<file path="src/rtl/wdog_pkg.sv">
package wdog_pkg;
  localparam int DW       = 32;
  localparam int AW       = 3;
  localparam int SPW_W    = 8;
  localparam int SPW_LSB  = 8;
  localparam int PRE_BIT  = 1;
  localparam int DBG_BIT  = 4;
  localparam int EN_BIT   = 0;
  localparam logic [DW-1:0] FEED_KEY = 32'hABADCAFE;

  localparam logic [AW-1:0] A_CTRL  = 3'd0;
  localparam logic [AW-1:0] A_LOWER = 3'd1;
  localparam logic [AW-1:0] A_UPPER = 3'd2;
  localparam logic [AW-1:0] A_COUNT = 3'd3;
  localparam logic [AW-1:0] A_SVC   = 3'd4;
  localparam logic [AW-1:0] A_CLR   = 3'd5;

  typedef struct packed {
    logic clrCnt;
    logic incCnt;
  } cntStrobe_t;

  typedef struct packed {
    logic             enable;
    logic             prewarn;
    logic             dbgRun;
    logic [SPW_W-1:0] spw;
    logic [DW-1:0]    lower;
    logic [DW-1:0]    upper;
  } wdCfg_t;
endpackage

</file>
<file path="src/rtl/wdog_regs.sv">
module wdog_regs
  import wdog_pkg::*;
#(
  parameter int DATA_W = DW,
  parameter int ADDR_W = AW
) (
  input  logic              clk,
  input  logic              rstN,
  input  logic              busWe,
  input  logic [ADDR_W-1:0] busAddr,
  input  logic [DATA_W-1:0] busWdata,
  input  logic [DATA_W-1:0] cntVal,
  output wdCfg_t            cfg,
  output logic [DATA_W-1:0] busRdata,
  output logic              svcWr,
  output logic              almClrWr
);
  wdCfg_t cfgQ;

  always_ff @(posedge clk or negedge rstN) begin
    if (!rstN) begin
      cfgQ.enable  <= 1'b0;
      cfgQ.prewarn <= 1'b0;
      cfgQ.dbgRun  <= 1'b0;
      cfgQ.spw     <= '0;
      cfgQ.lower   <= '0;
      cfgQ.upper   <= '1;
    end else if (busWe) begin
      unique case (busAddr)
        A_CTRL: begin
          cfgQ.enable  <= busWdata[EN_BIT];
          cfgQ.prewarn <= busWdata[PRE_BIT];
          cfgQ.dbgRun  <= busWdata[DBG_BIT];
          cfgQ.spw     <= busWdata[SPW_LSB +: SPW_W];
        end
        A_LOWER: cfgQ.lower <= busWdata;
        A_UPPER: cfgQ.upper <= busWdata;
        default: ;
      endcase
    end
  end

  assign cfg      = cfgQ;
  assign svcWr    = busWe && (busAddr == A_SVC);
  assign almClrWr = busWe && (busAddr == A_CLR) && busWdata[0];

  always_comb begin
    busRdata = '0;
    unique case (busAddr)
      A_CTRL: begin
        busRdata[EN_BIT]               = cfgQ.enable;
        busRdata[PRE_BIT]              = cfgQ.prewarn;
        busRdata[DBG_BIT]              = cfgQ.dbgRun;
        busRdata[SPW_LSB +: SPW_W]     = cfgQ.spw;
      end
      A_LOWER: busRdata = cfgQ.lower;
      A_UPPER: busRdata = cfgQ.upper;
      A_COUNT: busRdata = cntVal;
      default: busRdata = '0;
    endcase
  end
endmodule

</file>
<file path="src/rtl/wdog_dpath.sv">
module wdog_dpath
  import wdog_pkg::*;
#(
  parameter int CNT_W = DW
) (
  input  logic             clk,
  input  logic             rstN,
  input  cntStrobe_t       strobe,
  input  logic [CNT_W-1:0] lower,
  input  logic [CNT_W-1:0] upper,
  output logic [CNT_W-1:0] cntVal,
  output logic             atUpper,
  output logic             tooEarly
);
  logic [CNT_W-1:0] cntQ;

  always_ff @(posedge clk or negedge rstN) begin
    if (!rstN)              cntQ <= '0;
    else if (strobe.clrCnt) cntQ <= '0;
    else if (strobe.incCnt) cntQ <= cntQ + CNT_W'(1);
  end

  assign cntVal   = cntQ;
  assign atUpper  = (cntQ >= upper);
  assign tooEarly = (lower != '0) && (cntQ < lower);
endmodule

</file>
<file path="src/rtl/wdog_ctrl.sv">
module wdog_ctrl
  import wdog_pkg::*;
#(
  parameter int DATA_W = DW,
  parameter int PW_W   = SPW_W,
  parameter logic [DATA_W-1:0] KEY = FEED_KEY
) (
  input  logic              clk,
  input  logic              rstN,
  input  logic              enable,
  input  logic              prewarn,
  input  logic              dbgRun,
  input  logic [PW_W-1:0]   spw,
  input  logic              dbgHalt,
  input  logic              svcWr,
  input  logic [DATA_W-1:0] svcData,
  input  logic              almClrWr,
  input  logic              atUpper,
  input  logic              tooEarly,
  output cntStrobe_t        strobe,
  output logic              svcPulse,
  output logic              alarmOut,
  output logic              rstReq
);
  logic active, feedWr, keyOk, feedGood, feedBad;
  logic ovf, firstWarn, ovfReset;
  logic alarmQ, pendQ, rstQ, pulseOn;
  logic [PW_W-1:0] pulseLeft;

  assign active    = enable && !(dbgHalt && !dbgRun);
  assign feedWr    = svcWr && enable;
  assign keyOk     = (svcData == KEY);
  assign feedGood  = feedWr && keyOk && !tooEarly;
  assign feedBad   = feedWr && !(keyOk && !tooEarly);
  assign ovf       = active && atUpper && !feedGood;
  assign firstWarn = ovf && prewarn && !alarmQ && !pendQ;
  assign ovfReset  = ovf && !firstWarn;

  assign strobe.clrCnt = feedGood || firstWarn;
  assign strobe.incCnt = active && !atUpper;

  always_ff @(posedge clk or negedge rstN) begin
    if (!rstN) begin
      rstQ      <= 1'b0;
      alarmQ    <= 1'b0;
      pendQ     <= 1'b0;
      pulseOn   <= 1'b0;
      pulseLeft <= '0;
    end else begin
      if (feedBad || ovfReset) rstQ <= 1'b1;

      if (firstWarn)     alarmQ <= 1'b1;
      else if (almClrWr) alarmQ <= 1'b0;

      if (feedGood)       pendQ <= 1'b0;
      else if (firstWarn) pendQ <= 1'b1;

      if (feedGood) begin
        pulseOn   <= 1'b1;
        pulseLeft <= spw;
      end else if (pulseOn) begin
        if (pulseLeft == '0) pulseOn <= 1'b0;
        else                 pulseLeft <= pulseLeft - PW_W'(1);
      end
    end
  end

  assign svcPulse = pulseOn;
  assign alarmOut = alarmQ;
  assign rstReq   = rstQ;
endmodule

</file>
<file path="src/rtl/wdog_top.sv">
module wdog_top
  import wdog_pkg::*;
#(
  parameter int DATA_W = DW,
  parameter int ADDR_W = AW
) (
  input  logic              clk,
  input  logic              rstN,
  input  logic              busWe,
  input  logic [ADDR_W-1:0] busAddr,
  input  logic [DATA_W-1:0] busWdata,
  output logic [DATA_W-1:0] busRdata,
  input  logic              dbgHalt,
  output logic              svcPulse,
  output logic              alarmOut,
  output logic              rstReq
);
  wdCfg_t           cfgQ;
  cntStrobe_t       strobe;
  logic [DATA_W-1:0] cntVal;
  logic svcWr, almClrWr, atUpper, tooEarly;

  wdog_regs #(.DATA_W(DATA_W), .ADDR_W(ADDR_W)) regs_i (
    .clk(clk), .rstN(rstN), .busWe(busWe), .busAddr(busAddr),
    .busWdata(busWdata), .cntVal(cntVal), .cfg(cfgQ),
    .busRdata(busRdata), .svcWr(svcWr), .almClrWr(almClrWr)
  );

  wdog_dpath #(.CNT_W(DATA_W)) dpath_i (
    .clk(clk), .rstN(rstN), .strobe(strobe), .lower(cfgQ.lower),
    .upper(cfgQ.upper), .cntVal(cntVal), .atUpper(atUpper),
    .tooEarly(tooEarly)
  );

  wdog_ctrl #(.DATA_W(DATA_W), .PW_W(SPW_W), .KEY(FEED_KEY)) ctrl_i (
    .clk(clk), .rstN(rstN), .enable(cfgQ.enable), .prewarn(cfgQ.prewarn),
    .dbgRun(cfgQ.dbgRun), .spw(cfgQ.spw), .dbgHalt(dbgHalt),
    .svcWr(svcWr), .svcData(busWdata), .almClrWr(almClrWr),
    .atUpper(atUpper), .tooEarly(tooEarly), .strobe(strobe),
    .svcPulse(svcPulse), .alarmOut(alarmOut), .rstReq(rstReq)
  );
endmodule

</file>
<file path="config.mk">
export PLATFORM = sky130hd
export DESIGN_NAME = wdog_top
export DESIGN_NICKNAME = d
export VERILOG_FILES = /design/src/rtl/wdog_pkg.sv /design/src/rtl/wdog_regs.sv /design/src/rtl/wdog_dpath.sv /design/src/rtl/wdog_ctrl.sv /design/src/rtl/wdog_top.sv
export SDC_FILE = /design/constraint.sdc
export NUM_CORES = 1
export LEC_CHECK = 0
export BUFFER_PORTS_ARGS = -buffer_cell sky130_fd_sc_hd__buf_2
export CAP_MARGIN = 20
export CORE_MARGIN = 1
export CORE_UTILIZATION = 40
export DETAILED_ROUTE_END_ITERATION = 10
export GPL_ROUTABILITY_DRIVEN = 0
export PLACE_DENSITY = 0.59
export SLEW_MARGIN = 40
export SYNTH_ARGS = -nofsm -noshare
export SYNTH_HDL_FRONTEND = slang
export SYNTH_SLANG_ARGS = --single-unit
</file>
<file path="constraint.sdc">
create_clock -name clk -period 4 [get_ports clk]
set_input_delay 0.6 -clock clk [delete_from_list [all_inputs] [get_ports clk]]
set_output_delay 0.6 -clock clk [all_outputs]
set_load 0.005 [all_outputs]
</file>
==> qor.txt, run 1 <==
Starting Density: 40.80%
Metal3 WL: 1.011 mm
CTS tree: yes
Tot GR Track Use: 24.24%
Distinct cells, synth: 55
CP Class: flip-flop to flip-flop
Post_cts resized: 0
Data arrival, critical path: 3700 ps
P&R area growth vs syn: 17.09%
Min Tclk post-route: 3377 ps
Final Util: 47.77%
Commonest non-fill, non-tap cells in the layout: nand2_1, o21ai_0, dfrtp_1
CP most frequent cell: a21oi_1
Synth Cell Area: 7915 um2
Top-Level Pins: 74
Routed WL per cell: 19.10 um
Setup violations, final: 0
Core Rows: 51
Gr ovfl total: 0
Drt via density: 5.698
Critical-path maximum fanout: 18
Req. time, crit path: 4320 ps
# clock sinks: 119
Worst Max-Slew Pin Slew: 746.1 ps
Max-Cap Viols: 0
Leakage: 4.046 nW
First-pass GRT wire length: 37.30 mm
Area of the core: 19400 um2
Final Hold Fails: 0
Crit path launch type: flip-flop
Post-Syn Nets: 988
Outcome: finished clean
Final Max Slew Viols: 0
Final WL: 23.32 mm
Clock skew: 6.379 ps
PD cells: 446.9 nW/um2
Antenna diode count: 0
Relative slew slack: 50.12%
Slowest cell delay on critical path: 700 ps
Critical path, cell by cell: inv_1 -> ha_1 -> a21oi_1 -> o21ai_0 -> a21oi_1 -> nand3_1 -> or4_1 -> a211oi_1
Via count: 6957
Post-synth EDFFs: 0
Synth Flop Type: dfrtp_1
Layout cells sized above 1: 20.08%
Root buf cell: clkbuf_16
Worst Setup End Kind: flip-flop
RSZ-0062 raised after global routing: false
Maximum VDD drop: 0.1977 mV
Area of the die: 20350 um2
Vias in the first global route: 6634
Met2 wire length: 10.37 mm
Yosys reg bits: 119
Antenna viol nets, final: 0
Gate Count Post-Synth: 883
Met1 wire length: 11.23 mm
Nets: 1048
H-tree depth: 4
Post-detail-place hpwl: 17.00 mm
Clock transition at the registers of the reported paths: 50 ps
Die W: 142.7 um
Setup TNS: 0 ps
Max frequency: 296.1 MHz
TritonRoute pass-1 iters: 4
Highest routed layer: met4
Syn Area/Cell: 8.964 um2
Buffers on Ports: 73
Most common cell after layout, fill and taps aside: nand2_1
Post-synth top area cell: dfrtp_1
Slowest CP cell: nand3_1
Die H: 142.7 um
Worst hold slack: 41.80 ps
Class of the worst hold path: primary input to asynchronous set/reset pin
Clk_lat worst skew: 420 ps
Critical Path Start: regs_i.cfg[27]
Total CTS buffers: 17
FFs w/ async S/R, synth: 100.0%
DR iter-0 viols: 550
Top post-synthesis cells by area: dfrtp_1, dfstp_2, ha_1
Period utilisation layout: 84.43%
Post-CTS Hold Fix Bufs: 0
Synth warn: 0
Clock Path Buffers: 2
Initial antenna violation count: 0
Drt drc: 0
Yosys top cell area share: 27.51%
Worst R2R Start: regs_i.cfg[27]
Largest net degree at the start of global routing: 57
Post-synthesis sequential area ratio: 38.13%
Postcts setup bufs: 0
## critical path, delay by kind of cell, from the launching register on
family,cells,cell delay [ps]
flip-flops,1,510
buffers and inverters,1,50
adder cells (fa/ha/maj),1,320
AND/OR/NAND/NOR,2,1370
AO/OA/AOI/OAI,4,1020
## layout make-up
| cell class | instances | area, um2 |
|---|---|---|
| flip-flops and latches | 119 | 3018 |
| clock inverters | 7 | 165.2 |
| fillers | 1914 | 10130 |
| clock buffers | 25 | 485.5 |
| multi-input cells | 638 | 4461 |
| inverters | 75 | 281.5 |
| repair buffers | 92 | 525.5 |
| well taps | 265 | 331.6 |
## layer usage
metal | GRT usage, % | up-vias
met5 | 0 | -
met4 | 10.47 | 0
met3 | 3.991 | 38
met2 | 36.82 | 154
met1 | 33.96 | 3413
li1 | - | 3352
## report_power, final
group	total [mW]	switching (mW)	leakage (nW)	internal (mW)
sequential	1.60	0.171	1.45	1.43
clock	1.72	0.562	0.308	1.16
combinational	0.819	0.475	2.29	0.344
## final timing paths
path                                 endpoint  cells after the start  slack, ps
setup / recovery           dpath_i.cntVal[16]                      8        620
hold / removal             dpath_i.cntVal[29]                      1         40
setup reg to reg           dpath_i.cntVal[16]                      8        620
hold reg to reg                 ctrl_i.rstReq                      2        480
max in group asynchronous       regs_i.cfg[7]                      3       2870
min in group clk               regs_i.cfg[22]                      3        420
## through the flow
step                      std cells  setup WS, ps  cell area, um2  power [mW]
after detailed placement       1188         691.9            8594       2.432
after floorplan                 883          1323            7915       2.108
after global routing           1221         387.4            9268       4.344
after global placement         1188         632.5            8591       2.415
after CTS                      1220         672.8            9245       4.154
final                          1221         623.0            9268       4.141
## synth_stat cells, types with 23 or more instances
cell type	count
inv_1	75
nand2_1	113
dfrtp_1	87
o31ai_1	28
nor2_1	40
a211oi_1	32
dfstp_2	32
ha_1	66
a21oi_1	23
o21ai_0	101
nand4_1	25
or4_1	28
clkbuf_1	45
## state kept, by name, summed over array words and instances (netlist names)
| register | count |
|---|---|
| ctrl_i.alarmOut | 1 |
| ctrl_i.pendQ | 1 |
| ctrl_i.pulseLeft | 8 |
| dpath_i.cntVal | 32 |
| regs_i.cfg | 75 |
| ctrl_i.rstReq | 1 |
| ctrl_i.svcPulse | 1 |
## logic make-up after synthesis
logic type,count (synthesis),synth area share (%)
AND/OR/NAND/NOR,305,20.28
AO/OA/AOI/OAI,229,18.35
buffers and inverters,126,6.070
flip-flops,119,38.13
adder cells (fa/ha/maj),66,10.43
multiplexers,31,5.960
XOR/XNOR,7,0.7746
Power figures use the tool's default switching activity.
==> inputs of run 2 (changes only) <==
--- a/config.mk
+++ b/config.mk
@@ -11,7 +11,7 @@
 export CORE_UTILIZATION = 40
 export DETAILED_ROUTE_END_ITERATION = 10
 export GPL_ROUTABILITY_DRIVEN = 0
-export PLACE_DENSITY = 0.59
+export PLACE_DENSITY = 0.61
 export SLEW_MARGIN = 40
 export SYNTH_ARGS = -nofsm -noshare
 export SYNTH_HDL_FRONTEND = slang
==> constraint.sdc (replaced) <==
create_clock -name clk -period 2.7 [get_ports clk]
set_input_delay 0.405 -clock clk [delete_from_list [all_inputs] [get_ports clk]]
set_output_delay 0.405 -clock clk [all_outputs]
set_load 0.005 [all_outputs]
==> qor.txt, run 2 (same netlist as run 1, synthesis figures left out) <==
Outcome: finished with violations
Failing checks: setup timing
Clock power share: 35.5%
Period utilisation layout: 102.9%
Starting Density: 40.80%
Final Util: 58.80%
Nets: 1206
Max-Cap Viols: 0
Clock skew: 5.403 ps
Maximum VDD drop: 0.2641 mV
Most common cell after layout, fill and taps aside: buf_4
Max frequency: 359.9 MHz
Antenna viol nets, final: 0
Req. time, crit path: 3040 ps
Logic gate share of total power: 29.2%
P&R area growth vs syn: 44.10%
Commonest non-fill, non-tap cells in the layout: buf_4, nand2_1, o21ai_0
Critical-path maximum fanout: 5
Die H: 142.7 um
Layout cells sized above 1: 41.74%
CP Class: flip-flop to flip-flop
Area of the die: 20350 um2
CP delay by family, top: compound AO/OA/AOI/OAI gates
Critical path, cell by cell: ha_4 -> nand2b_4 -> a2111oi_4 -> o32a_1 -> a31oi_4 -> buf_6 -> buf_6 -> or4_4 -> a211oi_2
Slowest CP cell: dfstp_2
Drt via density: 5.698
Worst Max-Slew Pin Slew: 662.4 ps
DR iter-0 viols: 593
Routed WL per cell: 19.58 um
Sw power: 2.001 mW
Final Max Slew Viols: 0
Critical path buffers and inverters: 2
Worst Min Path Start: busWdata[3]
CTS tree: yes
Slowest cell delay on critical path: 570 ps
Largest register FFs: 75
Data arrival, critical path: 3120 ps
Clk_lat worst skew: 430 ps
Root buf cell: clkbuf_16
Vias in the first global route: 7646
Via count: 7858
Largest net degree at the start of global routing: 52
Area of the core: 19400 um2
H-tree depth: 4
Initial antenna violation count: 1
Worst R2R Start: regs_i.cfg[0]
Net Sw Frac: 30.73%
Total CTS buffers: 17
Antenna diode count: 0
Relative slew slack: 55.84%
Reg2reg path depth: 9
Post-detail-place hpwl: 18.53 mm
Clock transition at the registers of the reported paths: 60 ps
RSZ-0062 raised after global routing: true
Top-Level Pins: 74
Core Rows: 51
# clock sinks: 119
First-pass GRT wire length: 40.59 mm
Final Hold Fails: 0
Clock Path Buffers: 2
Tot GR Track Use: 26.36%
Leakage: 5.046 nW
Setup violations, final: 18
Class of the worst hold path: primary input to flip-flop
Drt drc: 0
PD cells: 570.9 nW/um2
Reg-to-reg slack, setup: -80 ps
Buffers on Ports: 73
Final setup margin: -78.34 ps
Tot Pwr: 6.512 mW
CP most frequent cell: buf_6
Worst Setup End Kind: flip-flop
TritonRoute pass-1 iters: 7
Min Tclk post-route: 2778 ps
Min-Delay Path Depth: 3
Int Pwr: 4.511 mW
Final WL: 27.00 mm
Worst r2r dst: dpath_i.cntVal[5]
Gr ovfl total: 0
Die W: 142.7 um
Crit path launch type: flip-flop
Sequential share of power: 35.4%
Hold path endpoint: regs_i.cfg[3]
-- run 2: cell types whose count changed in the layout (fill, tap and decap cells not counted), sizes merged --
cell	delta
buf	+152
clkbuf	+4
clkinv	+4
bufinv	-3
dlygate4sd3	+1
-- run 2: cell type report --
class | instances | area, um2
clock inverter | 8 | 95.09
fill | 1654 | 7993
inverter | 75 | 281.5
sequential | 119 | 3019
clock buffer | 24 | 501.7
multi-input combinational | 638 | 5111
timing repair buffer | 250 | 2066
tap | 265 | 331.6
-- run 2: per-stage QoR --
stage	instances	TNS (ps)	area, um2	worst slack, ps	hold WS (ps)
floorplan	883	0	7915	33.55	109.4
global placement	1320	-3366	9682	-138.0	321.0
detailed placement	1320	-6187	9682	-212.6	323.0
CTS	1361	-762.2	10830	-95.82	210.1
global route	1379	-3932	11410	-179.3	223.9
finish	1379	-622.0	11410	-78.34	212.1
-- run 2: what timing repair did --
item,CTS,global route
buffers inserted,3,14
cloned,5,6
gates resized for setup,79,79
pin swaps,32,41
setup endpoints to repair,41,42
endpoints found under the hold margin,15,0
hold buffers,1,0
-- run 2: layer usage --
layer	vias up	GRT usage (%)	routed length, um
li1	3693	-	-
met2	238	43.58	12870
met5	-	0	0
met3	58	5.064	1316
met4	0	10.19	905
met1	3869	34.04	11910
-- run 2: worst max-delay path by stage --
stage	start	to	cells past startpoint
finish	regs_i.cfg[0]	dpath_i.cntVal[5]	9
detailed placement	regs_i.cfg[0]	dpath_i.cntVal[11]	9
floorplan	regs_i.cfg[23]	dpath_i.cntVal[27]	9
global placement	busWdata[26]	ctrl_i.pulseLeft[1]	7
CTS	regs_i.cfg[9]	dpath_i.cntVal[8]	11
global route	regs_i.cfg[0]	dpath_i.cntVal[6]	9
-- run 2: power groups by stage --
| stage | clock network [mW] | registers (mW) | logic (mW) |
|---|---|---|---|
| after floorplan | 0 | 2.30 | 0.824 |
| after global placement | 0 | 2.31 | 1.60 |
| after detailed placement | 0 | 2.32 | 1.62 |
| after CTS | 2.32 | 2.30 | 1.71 |
| after global routing | 2.41 | 2.33 | 2.09 |
| final | 2.31 | 2.30 | 1.90 |
-- run 2: worst reg2reg max path: cells and delay by family, from the launching register on --
kind / cells / cell delay, ps
compound gates: 4 / 970
fa+ha+maj: 1 / 210
buf+inv: 2 / 290
flops: 1 / 570
simple gates: 2 / 650
